==> src/rtl/irq_unit_pkg.sv <==
// Shared constants for the interrupt register unit: offsets, bit positions,
// writable masks and the output sense encoding.
package irq_unit_pkg;
    localparam int REG_W = 32;
    localparam int VEC_W = 8;

    localparam logic [7:0] OFS_ENABLE = 8'h08;
    localparam logic [7:0] OFS_VECTOR = 8'h0C;
    localparam logic [7:0] OFS_STATUS = 8'h10;
    localparam logic [7:0] OFS_CAPS   = 8'h14;

    localparam int BIT_DAV  = 0;
    localparam int BIT_STV  = 1;
    localparam int BIT_LOC  = 2;
    localparam int BIT_CRDY = 7;
    localparam int BIT_SNS  = 3;
    localparam int BIT_GIE  = 31;

    localparam logic [REG_W-1:0] SRC_MASK    = 32'h0000_0087;
    localparam logic [REG_W-1:0] ENABLE_MASK = 32'h8000_009F;

    typedef enum logic [1:0] {
        SENSE_LVL_HI = 2'b00,
        SENSE_LVL_LO = 2'b01,
        SENSE_RISE   = 2'b10,
        SENSE_FALL   = 2'b11
    } sense_e;
endpackage

==> src/rtl/irq_reg_file.sv <==
// Register file for the interrupt unit: enable, sticky status (write-one-to-clear),
// vector byte and read-only capability word.
// Assumes reads are combinational on addr and writes apply at the clock edge.
module irq_reg_file
    import irq_unit_pkg::*;
#(
    parameter int ADDR_W = 8,
    parameter logic [REG_W-1:0] CAPS = 32'h0000_01FF
) (
    input  logic              clk,
    input  logic              rst_n,
    input  logic              wr_en,
    input  logic [ADDR_W-1:0] addr,
    input  logic [REG_W-1:0]  wdata,
    input  logic [REG_W/8-1:0] wstrb,
    input  logic [REG_W-1:0]  ev_vec,
    output logic [REG_W-1:0]  enable_q,
    output logic [REG_W-1:0]  status_q,
    output logic [VEC_W-1:0]  vector_q,
    output logic [REG_W-1:0]  rdata
);
    localparam int NBYTES = REG_W / 8;

    logic [REG_W-1:0] lane_mask;
    logic [REG_W-1:0] clr_mask;
    logic             hit_en, hit_st, hit_vec;

    // Expand byte strobes into a bit mask.
    for (genvar b = 0; b < NBYTES; b++) begin : g_lane
        assign lane_mask[8*b +: 8] = {8{wstrb[b]}};
    end

    assign hit_en  = wr_en && (addr == ADDR_W'(OFS_ENABLE));
    assign hit_st  = wr_en && (addr == ADDR_W'(OFS_STATUS));
    assign hit_vec = wr_en && (addr == ADDR_W'(OFS_VECTOR)) && wstrb[0];
    assign clr_mask = hit_st ? (wdata & lane_mask) : '0;

    // Enable register: strobed, masked to writable bits.
    always_ff @(posedge clk) begin
        if (!rst_n)
            enable_q <= '0;
        else if (hit_en)
            enable_q <= (enable_q & ~lane_mask) | (wdata & lane_mask & ENABLE_MASK);
    end

    // Status register: events set, ones written clear, set wins.
    always_ff @(posedge clk) begin
        if (!rst_n)
            status_q <= '0;
        else
            status_q <= ((status_q & ~clr_mask) | ev_vec) & SRC_MASK;
    end

    // Vector register: low byte only.
    always_ff @(posedge clk) begin
        if (!rst_n)
            vector_q <= '0;
        else if (hit_vec)
            vector_q <= wdata[VEC_W-1:0];
    end

    // Read multiplexer.
    always_comb begin
        rdata = '0;
        if (addr == ADDR_W'(OFS_ENABLE))      rdata = enable_q;
        else if (addr == ADDR_W'(OFS_VECTOR)) rdata = {{(REG_W-VEC_W){1'b0}}, vector_q};
        else if (addr == ADDR_W'(OFS_STATUS)) rdata = status_q;
        else if (addr == ADDR_W'(OFS_CAPS))   rdata = CAPS;
    end

    a_r4_event_sets: assert property (@(posedge clk) disable iff (!rst_n)
        (|(ev_vec & SRC_MASK)) |=> ((status_q & $past(ev_vec & SRC_MASK)) == $past(ev_vec & SRC_MASK)));
    a_r5_clear_one: assert property (@(posedge clk) disable iff (!rst_n)
        (hit_st && wstrb[0] && wdata[BIT_DAV] && !ev_vec[BIT_DAV]) |=> !status_q[BIT_DAV]);
    a_r5_keep_zero: assert property (@(posedge clk) disable iff (!rst_n)
        (status_q[BIT_CRDY] && !(hit_st && wstrb[0] && wdata[BIT_CRDY])) |=> status_q[BIT_CRDY]);
    a_r6_vector_hold: assert property (@(posedge clk) disable iff (!rst_n)
        !hit_vec |=> $stable(vector_q));
    a_r3_enable_hold: assert property (@(posedge clk) disable iff (!rst_n)
        !hit_en |=> $stable(enable_q));
endmodule

==> src/rtl/irq_sense.sv <==
// Output shaping: turns the combined request into level or one-cycle pulse
// signalling according to the sense code. Assumes request comes from registers.
module irq_sense
    import irq_unit_pkg::*;
(
    input  logic   clk,
    input  logic   rst_n,
    input  logic   request,
    input  sense_e mode,
    output logic   irq
);
    logic req_d;
    logic fresh;

    // Remember the previous request for edge detection.
    always_ff @(posedge clk) begin
        if (!rst_n) req_d <= 1'b0;
        else        req_d <= request;
    end

    assign fresh = request && !req_d;

    // Select the output form.
    always_comb begin
        unique case (mode)
            SENSE_LVL_HI: irq = request;
            SENSE_LVL_LO: irq = !request;
            SENSE_RISE:   irq = fresh;
            SENSE_FALL:   irq = !fresh;
            default:      irq = request;
        endcase
    end

    a_r10_single_high: assert property (@(posedge clk) disable iff (!rst_n)
        (mode == SENSE_RISE && irq && $stable(mode)) |=> !(irq && mode == SENSE_RISE));
    a_r11_single_low: assert property (@(posedge clk) disable iff (!rst_n)
        (mode == SENSE_FALL && !irq) |=> (irq || mode != SENSE_FALL));
    a_r8_idle_low: assert property (@(posedge clk) disable iff (!rst_n)
        (mode == SENSE_LVL_HI && !request) |-> !irq);
endmodule

==> src/rtl/irq_unit.sv <==
// Top of the interrupt register unit. Maps event pulses onto status bit
// positions, forms the gated request and drives the shaped output.
// Assumes event inputs are single-cycle pulses synchronous to clk.
module irq_unit
    import irq_unit_pkg::*;
#(
    parameter int ADDR_W = 8,
    parameter logic [31:0] CAPS = 32'h0000_01FF
) (
    input  logic              clk,
    input  logic              rst_n,
    input  logic              bus_wr,
    input  logic [ADDR_W-1:0] bus_addr,
    input  logic [31:0]       bus_wdata,
    input  logic [3:0]        bus_wstrb,
    output logic [31:0]       bus_rdata,
    input  logic              ev_data_avail,
    input  logic              ev_sts_valid,
    input  logic              ev_loc_change,
    input  logic              ev_cmd_ready,
    output logic              irq_out
);
    logic [REG_W-1:0] ev_vec;
    logic [REG_W-1:0] enable_q, status_q;
    logic [VEC_W-1:0] vector_q;
    logic             request;
    sense_e           mode;

    // Place each event on its status bit.
    always_comb begin
        ev_vec           = '0;
        ev_vec[BIT_DAV]  = ev_data_avail;
        ev_vec[BIT_STV]  = ev_sts_valid;
        ev_vec[BIT_LOC]  = ev_loc_change;
        ev_vec[BIT_CRDY] = ev_cmd_ready;
    end

    irq_reg_file #(.ADDR_W(ADDR_W), .CAPS(CAPS)) u_regs (
        .clk      (clk),
        .rst_n    (rst_n),
        .wr_en    (bus_wr),
        .addr     (bus_addr),
        .wdata    (bus_wdata),
        .wstrb    (bus_wstrb),
        .ev_vec   (ev_vec),
        .enable_q (enable_q),
        .status_q (status_q),
        .vector_q (vector_q),
        .rdata    (bus_rdata)
    );

    // Gated request from enabled, latched sources.
    assign request = enable_q[BIT_GIE] && (|(status_q & enable_q & SRC_MASK));
    assign mode    = sense_e'(enable_q[BIT_SNS +: 2]);

    irq_sense u_sense (
        .clk     (clk),
        .rst_n   (rst_n),
        .request (request),
        .mode    (mode),
        .irq     (irq_out)
    );

    a_r7_gie_gate: assert property (@(posedge clk) disable iff (!rst_n)
        (!enable_q[BIT_GIE] && mode == SENSE_LVL_HI) |-> !irq_out);
    a_r1_vector_zero: assert property (@(posedge clk)
        !rst_n |=> (vector_q == '0 && status_q == '0));
endmodule

==> config.mk <==
export PLATFORM = sky130hd
export DESIGN_NAME = irq_unit
export DESIGN_NICKNAME = d
export VERILOG_FILES = /design/src/rtl/irq_unit_pkg.sv /design/src/rtl/irq_reg_file.sv /design/src/rtl/irq_sense.sv /design/src/rtl/irq_unit.sv
export SDC_FILE = /design/constraint.sdc
export NUM_CORES = 1
export LEC_CHECK = 0
export ABC_AREA = 1
export ABC_CLOCK_PERIOD_IN_PS = 1400
export BUFFER_PORTS_ARGS = -buffer_cell sky130_fd_sc_hd__buf_4
export CELL_PAD_IN_SITES_DETAIL_PLACEMENT = 1
export CELL_PAD_IN_SITES_GLOBAL_PLACEMENT = 2
export CORE_MARGIN = 2
export CORE_UTILIZATION = 24
export CTS_CLUSTER_SIZE = 10
export DETAILED_ROUTE_END_ITERATION = 12
export HOLD_SLACK_MARGIN = 0.06
export MAX_ROUTING_LAYER = met4
export PLACE_DENSITY_LB_ADDON = 0.12
export SETUP_SLACK_MARGIN = 0.15
export SLEW_MARGIN = 25
export SYNTH_ARGS = -nofsm -noshare
export SYNTH_HDL_FRONTEND = slang
export SYNTH_SLANG_ARGS = --single-unit
export TNS_END_PERCENT = 100
==> constraint.sdc <==
create_clock -name clk -period 1.4 [get_ports clk]
set_input_delay 0.21 -clock clk [delete_from_list [all_inputs] [get_ports clk]]
set_output_delay 0.21 -clock clk [all_outputs]
set_load 0.01 [all_outputs]
# ---- Word-level counts from Yosys, hierarchy flattened
# Index checks and enable logic that the tools add are counted.
dict set report classes {
  eq_ne 7
  order_cmp 0
  addsub 0
  reduce_logical 11
  div 0
  bitwise 8
  n_mux 6
  n_mul 0
  n_shift 0
}
# op count
set op_table {}
lappend op_table {{AND 32 bit} 2}
lappend op_table {{2-to-1 mux 32 bit} 2}
lappend op_table {{NOT 32 bit} 1}
lappend op_table {{OR 32 bit} 1}
lappend op_table {{2-to-1 mux 9 bit} 2}
lappend op_table {{AND 8 bit} 2}
lappend op_table {{equality test 8 x 4 -> 1 bit (second input constant)} 2}
lappend op_table {{equality test 8 x 5 -> 1 bit (second input constant)} 2}
lappend op_table {{2-to-1 mux 8 bit} 1}
lappend op_table {{NOT 8 bit} 1}
lappend op_table {{OR 8 bit} 1}
lappend op_table {{logical AND 1 bit} 6}
lappend op_table {{equality test 2 bit (second input constant)} 2}
lappend op_table {{one-hot mux 1 bit (4 select lines)} 1}
lappend op_table {{OR reduction 4 bit} 1}
lappend op_table {{zero test 1 bit} 3}
lappend op_table {{equality test 2 x 1 -> 1 bit (second input constant)} 1}
lappend op_table {{zero test 2 bit} 1}
dict set report word_totals {
  register_bits 45
  memories 0
  latchBits 0
  ram_bits 0
  mem_bits_ro 0
}

# ---- Longest topological paths before layout
# Gate-level depths: netlist of run 1.
dict set report depth {
  word_depth 6
  ltp_mapped 8
}

# ---- By module
# From an unflattened synthesis of run 1, not the netlist that was laid out.
dict set report unflattened {
  cells_unflattened 386
  area_unflattened_um2 2473.6
}
# module n_inst seq_area_each_um2 cells_per_inst area_per_inst_um2
set by_module_without_submodules {}
lappend by_module_without_submodules {irq_reg_file 1 880.8 367 2384.8}
lappend by_module_without_submodules {irq_sense 1 20.0 9 51.3}
lappend by_module_without_submodules {irq_unit 1 0.0 10 37.5}

# ---- Worst setup path after synthesis of run 1
# No wires, ideal clock.
dict set report synth_path {
  path_type {input to output}
  from {in bus_addr[4]}
  to {out bus_rdata[11]}
  stages 6
  required_ns 1.190
  t_arrival_ns 1.059
  setup_slack_ns 0.131
  path_buffers 1
  path_cell_list {nor2_1 > nand2_2 > nor2_8 > inv_4 > buf_2 > nor2_1}
}
dict set report synth_via {
  elab_chain_len 2
}
# element line_no
set synth_rtl {}
lappend synth_rtl {{start, declared} irq_unit.sv:13} ;# input logic [ADDR_W-1:0] bus_addr,
lappend synth_rtl {{equality test 8 x 4 -> 1 bit} irq_reg_file.sv:65} ;# if (addr == ADDR_W'(OFS_ENABLE)) rdata = enable_q;
lappend synth_rtl {{2-to-1 mux 32 bit} irq_reg_file.sv:65}
lappend synth_rtl {{end, declared} irq_unit.sv:16} ;# output logic [31:0] bus_rdata,
# Every way passes these cells.

# ---- Worst setup path in the final report of run 1
dict set report layout_path {
  from {reg u_regs.status_q[0]}
  to {out irq_out}
}
dict set report layout_via {
  elab_chain_len 6
}
# element line_no
set layout_rtl {}
lappend layout_rtl {{start, declared} irq_reg_file.sv:18} ;# output logic [REG_W-1:0] status_q,
lappend layout_rtl {{start signal, assigned} irq_reg_file.sv:51} ;# status_q <= ((status_q & ~clr_mask) | ev_vec) & SRC_MASK;
lappend layout_rtl {{AND 8 bit (*)} irq_unit.sv:53} ;# assign request = enable_q[BIT_GIE] && (|(status_q & enable_q & SRC_MASK));
lappend layout_rtl {{OR reduction 4 bit (*)} irq_unit.sv:53}
lappend layout_rtl {{logical AND 1 bit (*)} irq_unit.sv:53}
lappend layout_rtl {{logical AND 1 bit} irq_sense.sv:21} ;# assign fresh = request && !req_d;
lappend layout_rtl {{zero test 1 bit} irq_sense.sv:29} ;# SENSE_FALL: irq = !fresh;
lappend layout_rtl {{one-hot mux 1 bit (4 select lines) (*)} irq_sense.sv:25} ;# unique case (mode)
lappend layout_rtl {{end, declared} irq_unit.sv:21} ;# output logic irq_out
# Every way passes the cells marked *; elsewhere a longest branch is shown, timed or not.

==> flow_metrics.tcl, run 1 <==
set metrics [dict create \
    run_status "finished, violations left" \
    violations "negative setup slack" \
    fillCellCount 1062 \
    seq_area_um2 910 \
    die-area_um2 9570 \
    relSlewSlack_pct 82.5 \
    antenna_found_initial 0 \
    via_per_inst 4.26 \
    syn-cell-area_um2 2110 \
    clock_path_buffers 2 \
    synth_nets 366 \
    numCtsBuffers 5 \
    period_share_pct 104 \
    slew_viol_final 0 \
    setup_slack_ps -59.0 \
    io_pins 84 \
    hold_violations 0 \
    grt_max_degree 19 \
    gp_congestion 0.733 \
    worst_pin_slew_ps 262 \
    maxCapViolCount 0 \
    yosysWarnings 0 \
    grt_remaining_overflow 0 \
    max_stage_delay_ps 370 \
    clk_pin_slew_ps 90 \
    fmax_mhz 685 \
    fin_nets 454 \
    power.leakage_nw 1.80 \
    p_per_area_nw_per_um2 643 \
    rsz0062_at_grt "yes" \
    drt-initial-drc-count 27 \
    grt_first_pass_wirelength_um 11300 \
    hold_path.class "in -> reg" \
    drc 0 \
    critical_path_required_ps 1190 \
    ant_nets 0 \
    period_needed_ps 1460 \
    cp.arrival_ps 1250 \
    cts_root_buf "clkbuf_8" \
    post_drt_wl_per_cell_um 13.0 \
    core_area_um2 8640 \
    cp-end-kind "output port" \
    worst_path_max_delay_cell "dfxtp_2" \
    drive_gt1_share_pct 41.8 \
    die_h_um 97.8 \
    start_util_pct 24.5 \
    synth-seq-area-share_pct 42.7 \
    start_kind "register" \
    cts.sinks 45 \
    finalClockSkew_ps 9.55 \
    clk-insertion-delay-late_ps 300 \
    die_w_um 97.8 \
    hold_slack_ps 142 \
    synth.distinct_cells 21 \
    multi_input_area_um2 1190 \
    cts_tree "done" \
    syn_to_final_growth_pct 68.4 \
    criticalPathCategory "reg -> out" \
    cp_max_fo 3 \
    finalSetupViolCount 17 \
    peakVddDrop_uv 361 \
    synth-seq-cells 45 \
    hpwlAfterDp_um 4420 \
    vias 2181 \
    routed_wl_um 6670 \
    rows 34 \
    path_cells "nand2_2, nand4_1, nand3_1, xnor2_1, buf_4" \
    path_delay_family "flip-flops" \
    htreeDepth 2 \
    first_pass_iters 4 \
    postSynthAreaPerCell_um2 6.70 \
    syn_inst 315 \
    io_buffers 60 \
    crit_buf_inv 1 \
    fin_tns_setup_ps -219 \
    antenna_cells 0 \
    first_global_vias 2261 \
    grt_usage_pct 15.2 \
]
## metal layers
layer | track usage, % | wire (µm) | share of wire, % | vias up
met2 | 27.1 | 3430 | 51 | 35
met4 | 2.88 | 22 | 0.33 | 0
met5 | - | 0 | 0 | -
met1 | 18.5 | 3020 | 45 | 1026
li1 | - | - | - | 1116
met3 | 2.29 | 196 | 2.9 | 4
## where the power goes
group | total [mW] | internal (mW) | leakage, nW | switching, mW
Sequential | 1.30 | 1.29 | 0.366 | 0.00827
Combinational | 0.191 | 0.0898 | 1.39 | 0.101
Clock | 0.799 | 0.347 | 0.0450 | 0.452
Total | 2.29 | 1.73 | 1.80 | 0.561
## cell usage in the layout (no fill, tap or decap), drive strengths merged
cell,Yosys,routed
buf,7,88
nand2,84,84
inv,74,77
dfxtp,45,45
nor2,43,43
nand3,27,27
a21oi,18,18
nand4,7,7
clkbuf,3,6
o21ai,6,6
clkinv,0,2
xnor2,1,1
## worst register-to-register path, cell delays in order (launching register included)
cell,delay (ps)
dfxtp_2,350
nand2_2,60
nand4_1,150
nand2_1,90
nor2_1,40
## repair_timing
action	CTS	global route
buffers inserted	10	2
hold buffers	0	0
hold endpoints to repair	0	0
pin swaps	13	11
setup endpoints to repair	33	55
cloned	3	0
gates resized for setup	96	48
## area by class of cell
class	count	area share, %
Inverter	74	8.16
Clock buffer	6	2.04
Timing Repair inverter	3	1.69
Multi-Input combinational cell	186	33.4
Sequential cell	45	25.6
Timing Repair Buffer	88	25.0
Tap cell	108	3.80
Clock inverter	2	0.281
## per-stage QoR
step	power [mW]	instances	area [µm²]	utilization [%]	setup WS [ps]
after global placement	1.49	489	2790	32.3	-54.1
after detailed placement	1.49	489	2790	32.3	-61.1
after floorplan	1.38	315	2110	-	131
after global routing	2.41	512	3560	41.2	-156
after CTS	2.32	510	3380	39.1	-83.7
final	2.29	512	3560	41.2	-59.0
## cells by family (layout without fill, tap and decap cells)
group	count (synthesis)	count (layout)	share of synthesized area [%]
AOI/OAI and AO/OA	24	24	5.69
xor gates and xnor gates	1	1	0.415
buffers and inverters	84	173	15.8
DFF	45	45	42.7
and+or+nand+nor	161	161	35.4
## Yosys cell counts, drive strengths merged
master | n | area [µm²]
buf | 7 | 42.5
xnor2 | 1 | 8.76
dfxtp | 45 | 901
nand3 | 27 | 153
inv | 74 | 280
o21ai | 6 | 30.0
clkbuf | 3 | 11.3
nand4 | 7 | 43.8
nand2 | 84 | 335
a21oi | 18 | 90.1
nor2 | 43 | 216
## path summary, 6_finish.rpt
kind	startpoint	to	slack (ps)	cells after the start
setup / recovery	u_regs.status_q[0]	irq_out	-60	5
hold / removal	ev_data_avail	u_regs.status_q[0]	140	3
setup reg to reg	register	u_sense.req_d	610	4
hold reg to reg	u_regs.enable_q[25]	u_regs.enable_q[25]	450	2
No activity file was read; power rests on OpenSTA's default activity.
==> run 2, diff against run 1 <==
TNS_END_PERCENT = 10   (was 100)
==> run 2 against run 1 <==
  * The flow still finishes with violations (negative setup slack)
  * Fmax increased by 0.96%
  * Power decreased by 0.26%
  * Clock skew is 5.6 ps lower
  * Cell area fell by 11%
  * Critical path depth did not move
  * Utilization shrank 4.4 points
  * Critical path type unchanged
  * Highest routed layer unchanged
==> flow_metrics.tcl, run 2 (synthesis gave the netlist of run 1 again) <==
set metrics [dict create \
    clk-insertion-delay-late_ps 290 \
    run_status "finished, violations left" \
    fillCellCount 1103 \
    vias 2111 \
    cp-end-kind "output port" \
    layout_common_cells "inv_1 (73), nand2_1 (69), buf_4 (60)" \
    fmax_mhz 692 \
    gp_congestion 0.733 \
    fin_nets 444 \
    critical_path_required_ps 1190 \
    r2r-start "u_regs.status_q[2]" \
    p_per_area_nw_per_um2 718 \
    r2r_slack_ps 620 \
    hold_violations 0 \
    slew_viol_final 0 \
    numCtsBuffers 5 \
    post_drt_wl_per_cell_um 12.2 \
    crit_buf_inv 1 \
    hold_path.class "in -> reg" \
    ctsHoldBuffers 0 \
    hpwlAfterDp_um 4420 \
    start_kind "register" \
    r2r-end "u_sense.req_d" \
    io_pins 84 \
    via_per_inst 4.21 \
    ant_nets 0 \
    cts.sinks 45 \
    path_cells "nand2_2, nand4_1, nand3_1, xnor2_1, buf_4" \
    clock_path_buffers 2 \
    maxCapViolCount 0 \
    rr_worst_depth 4 \
    layout_commonest_cell "inv_1" \
    holdPathStages 3 \
    grt_max_degree 25 \
    worst_path_max_delay_cell "dfxtp_2" \
    hp-start "ev_data_avail" \
    routed_wl_um 6140 \
    finalSetupViolCount 4 \
    criticalPathCategory "reg -> out" \
    start_util_pct 24.5 \
    drc 0 \
    dp.cells 489 \
    die-area_um2 9570 \
    max_stage_delay_ps 360 \
    cp.arrival_ps 1240 \
    power.leakage_nw 1.62 \
    drive_gt1_share_pct 35.8 \
    cts_tree "done" \
    drt-initial-drc-count 25 \
    syn_to_final_growth_pct 50.5 \
    stdcell_count 502 \
    grt_usage_pct 13.7 \
    period_needed_ps 1450 \
    seq_area_um2 911 \
    min_to "u_regs.status_q[0]" \
    multi_input_area_um2 1060 \
    htreeDepth 2 \
    period_share_pct 103 \
    die_h_um 97.8 \
    violations "negative setup slack" \
    antenna_cells 0 \
    clk_pin_slew_ps 90 \
    finalClockSkew_ps 3.94 \
    final_util_pct 36.8 \
    first_global_vias 2120 \
    io_buffers 60 \
    rows 34 \
    path_delay_family "flip-flops" \
    setup_slack_ps -45.2 \
    cts_root_buf "clkbuf_8" \
    core_area_um2 8640 \
    rsz0062_at_grt "yes" \
    relSlewSlack_pct 77.5 \
    first_pass_iters 4 \
    peakVddDrop_uv 369 \
    die_w_um 97.8 \
    antenna_found_initial 0 \
    worst_pin_slew_ps 336 \
    power_mw 2.28 \
    grt_remaining_overflow 0 \
    cp_max_fo 3 \
    grt_first_pass_wirelength_um 10200 \
]
[run 2: cell type report]
| cell class | instances | area share (%) |
|---|---|---|
| Multi-Input combinational cell | 186 | 33.2 |
| Timing Repair Buffer | 81 | 22.2 |
| Clock buffer | 6 | 2.28 |
| Tap cell | 108 | 4.25 |
| Inverter | 74 | 9.13 |
| Sequential cell | 45 | 28.7 |
| Clock inverter | 2 | 0.315 |
[run 2: tightest hold or removal path, cell delays in order]
cell	delay, ps
buf_4	110
inv_1	40
a21oi_1	50
[run 2: worst max path at each step]
| stage | slack, ps | start | to | cells after the start |
|---|---|---|---|---|
| 5_1_grt | -140 | register | irq_out | 5 |
| 3_5_place_dp | -60 | bus_addr[4] | bus_rdata[7] | 8 |
| 3_3_place_gp | -50 | bus_addr[4] | bus_rdata[17] | 7 |
| 4_1_cts | -80 | u_regs.status_q[0] | irq_out | 5 |
| 6_report | -50 | u_regs.status_q[0] | irq_out | 5 |
| 2_1_floorplan | 130 | bus_addr[4] | bus_rdata[11] | 6 |
[run 2: where the power goes]
group / leakage [nW] / switching, mW / internal, mW / total (mW)
combinational: 1.21 / 0.100 / 0.0888 / 0.189
sequential: 0.366 / 0.00855 / 1.29 / 1.30
clock: 0.0450 / 0.448 / 0.347 / 0.795
[run 2: metrics by stage]
stage | setup TNS, ps | hold slack (ps) | instance area (µm²) | setup WS, ps
finish | -67.6 | 147 | 3180 | -45.2
global route | -943 | 149 | 3180 | -144
CTS | -151 | 138 | 3030 | -83.7
detailed placement | -1420 | 432 | 2790 | -61.1
global placement | -977 | 428 | 2790 | -54.1
floorplan | 0 | 344 | 2110 | 131
[run 2: routing by layer]
metal / global-route usage [%] / vias to the layer above / wire, µm
met4: 2.88 / 0 / 44
li1: - / 1091 / -
met1: 17.1 / 980 / 2850
met2: 23.3 / 35 / 3060
met5: - / - / 0
met3: 2.36 / 5 / 189
[run 2: repair_timing]
action,in CTS,in global routing
setup buffers,1,4
pin swaps,13,20
gates resized for setup,44,36
endpoints found under the setup margin,33,33
==> run 3, diff against run 2 <==
ABC_CLOCK_PERIOD_IN_PS = 1500   (was 1400)
clock period = 1.5 ns   (was 1.4 ns; I/O delays follow)
==> run 3 against run 2 <==
  * The run now ends clean
  * Non-clock buffer count grew 6
  * Cell count grew 1.2%
  * Setup slack gained 92 ps
  * First-iteration DRC count grew 110%
  * Critical path depth is the same
  * Clock-buffer cell count is the same
  * Combinational power shrank 9.5%
  * Sequential cell count is the same
  * Cell area grew 7.0%
  * Clock skew shrank 1.2 ps
  * Global-route usage grew 0.74 points
  * Via count grew 0.71%
  * Largest cell class unchanged
  * Largest power group unchanged
==> flow_metrics.tcl, run 3 (synthesis gave the netlist of run 1 again) <==
set metrics [dict create \
    grt_first_pass_wirelength_um 10800 \
    vias 2126 \
    grt_max_degree 25 \
    layout_commonest_cell "inv_1" \
    seqPwrFrac_pct 57.2 \
    drt-initial-drc-count 53 \
    peakVddDrop_uv 309 \
    relSlewSlack_pct 82.8 \
    period_share_pct 96.9 \
    start_util_pct 24.5 \
    routed_wl_um 6310 \
    grt_remaining_overflow 0 \
    p_sw_share_pct 23.9 \
    io_pins 84 \
    hpwlAfterDp_um 4280 \
    drive_gt1_share_pct 40.0 \
    critical_path_required_ps 1270 \
    drc 0 \
    grt_usage_pct 14.4 \
    antenna_cells 0 \
    hold_slack_ps 161 \
    die_w_um 97.8 \
    cts_tree "done" \
    rsz0062_at_grt "yes" \
    dp_slack_ps 11.3 \
    cp.arrival_ps 1230 \
    max_stage_delay_ps 350 \
    power_mw 2.11 \
    numCtsBuffers 5 \
    cp_max_fo 2 \
    finalClockSkew_ps 2.75 \
    final_area_um2 3400 \
    ant_nets 0 \
    via_per_inst 4.19 \
    htreeDepth 2 \
    internal_power_mw 1.61 \
    dp.cells 488 \
    antenna_found_initial 0 \
    syn_to_final_growth_pct 61.1 \
    io_buffers 60 \
    clock_path_buffers 2 \
    setup_slack_ps 46.9 \
    period_needed_ps 1450 \
    criticalPathCategory "reg -> out" \
    power.leakage_nw 1.73 \
    stdcell_count 508 \
    power_frac_comb_pct 8.1 \
    hold_violations 0 \
    fin_tns_setup_ps 0 \
    cp-end-kind "output port" \
    worst_path_max_delay_cell "dfxtp_2" \
    clkPwrFrac_pct 34.7 \
    slew_viol_final 0 \
    fin_nets 450 \
    post_drt_wl_per_cell_um 12.4 \
    final_util_pct 39.4 \
    start_kind "register" \
    cts_root_buf "clkbuf_8" \
    clk_pin_slew_ps 90 \
    fmax_mhz 688 \
    gp_congestion 0.709 \
    die_h_um 97.8 \
    worst_pin_slew_ps 258 \
    placed_area_um2 2780 \
    die-area_um2 9570 \
    first_global_vias 2219 \
    clk-insertion-delay-late_ps 290 \
    cts.sinks 45 \
    run_status "complete, no violations" \
    path_cells "nand2_2, nand4_1, nand3_1, xnor2_1, buf_4" \
    layout_common_cells "inv_1 (73), nand2_1 (63), buf_4 (50)" \
    finalSetupViolCount 0 \
    hold_path.class "in -> reg" \
    first_pass_iters 4 \
    maxCapViolCount 0 \
    core_area_um2 8640 \
    p_sw_uw 506 \
    p_per_area_nw_per_um2 622 \
    rows 34 \
]
run 3: changes by cell type in the layout (fill, tap and decap cells not counted), moves of 3 or more:
| cell | change |
|---|---|
| buf_4 | -10 |
| o21ai_0 | +3 |
| nand3_2 | -4 |
| nor2_1 | -12 |
| nand2_2 | +4 |
| nand3_1 | +4 |
| nor2_4 | +13 |
| buf_6 | +14 |
| nand2_1 | -6 |
run 3: worst paths after layout:
kind / startpoint / to / slack (ps) / depth (start not counted)
max: u_regs.status_q[0] / irq_out / 50 / 5
min: ev_sts_valid / u_regs.status_q[1] / 160 / 3
max reg2reg: u_regs.status_q[1] / u_sense.req_d / 740 / 4
min reg2reg: u_regs.enable_q[6] / u_regs.enable_q[6] / 460 / 2
run 3: power by group through the flow:
| stage | Combinational (mW) | Sequential, mW | Clock, mW |
|---|---|---|---|
| 2_1_floorplan | 0.0559 | 1.23 | 0 |
| 3_3_place_gp | 0.154 | 1.24 | 0 |
| 3_5_place_dp | 0.155 | 1.24 | 0 |
| 4_1_cts | 0.173 | 1.21 | 0.786 |
| 5_1_grt | 0.189 | 1.21 | 0.825 |
| 6_report | 0.171 | 1.21 | 0.734 |
run 3: worst max-delay path: cells and delay by family (launching register included):
family / cells / cell delay (ps)
buffers and inverters: 1 / 150
AND/OR/NAND/NOR: 3 / 280
flip-flops: 1 / 350
XOR/XNOR: 1 / 160
run 3: final cells by class:
cell class / count / area, µm²
Clock buffer: 6 / 72.6
Clock inverter: 2 / 10.0
Timing Repair Buffer: 87 / 827
Fill cell: 1078 / 5230
Tap cell: 108 / 135
Multi-Input combinational cell: 186 / 1150
Inverter: 74 / 294
Sequential cell: 45 / 911
run 3: timing repair:
item,CTS,global route
hold buffers,0,0
buffers inserted,8,3
gates cloned,0,1
endpoints found under the setup margin,33,33
gates resized for setup,116,6
pin swaps,37,12
run 3: per-layer routing:
metal	track usage [%]	vias to the layer above	part of all wire [%]
met2	23.7	35	49
met4	2.88	0	0.87
li1	-	1102	-
met5	-	-	0
met3	3.01	6	3.2
met1	18.5	983	47
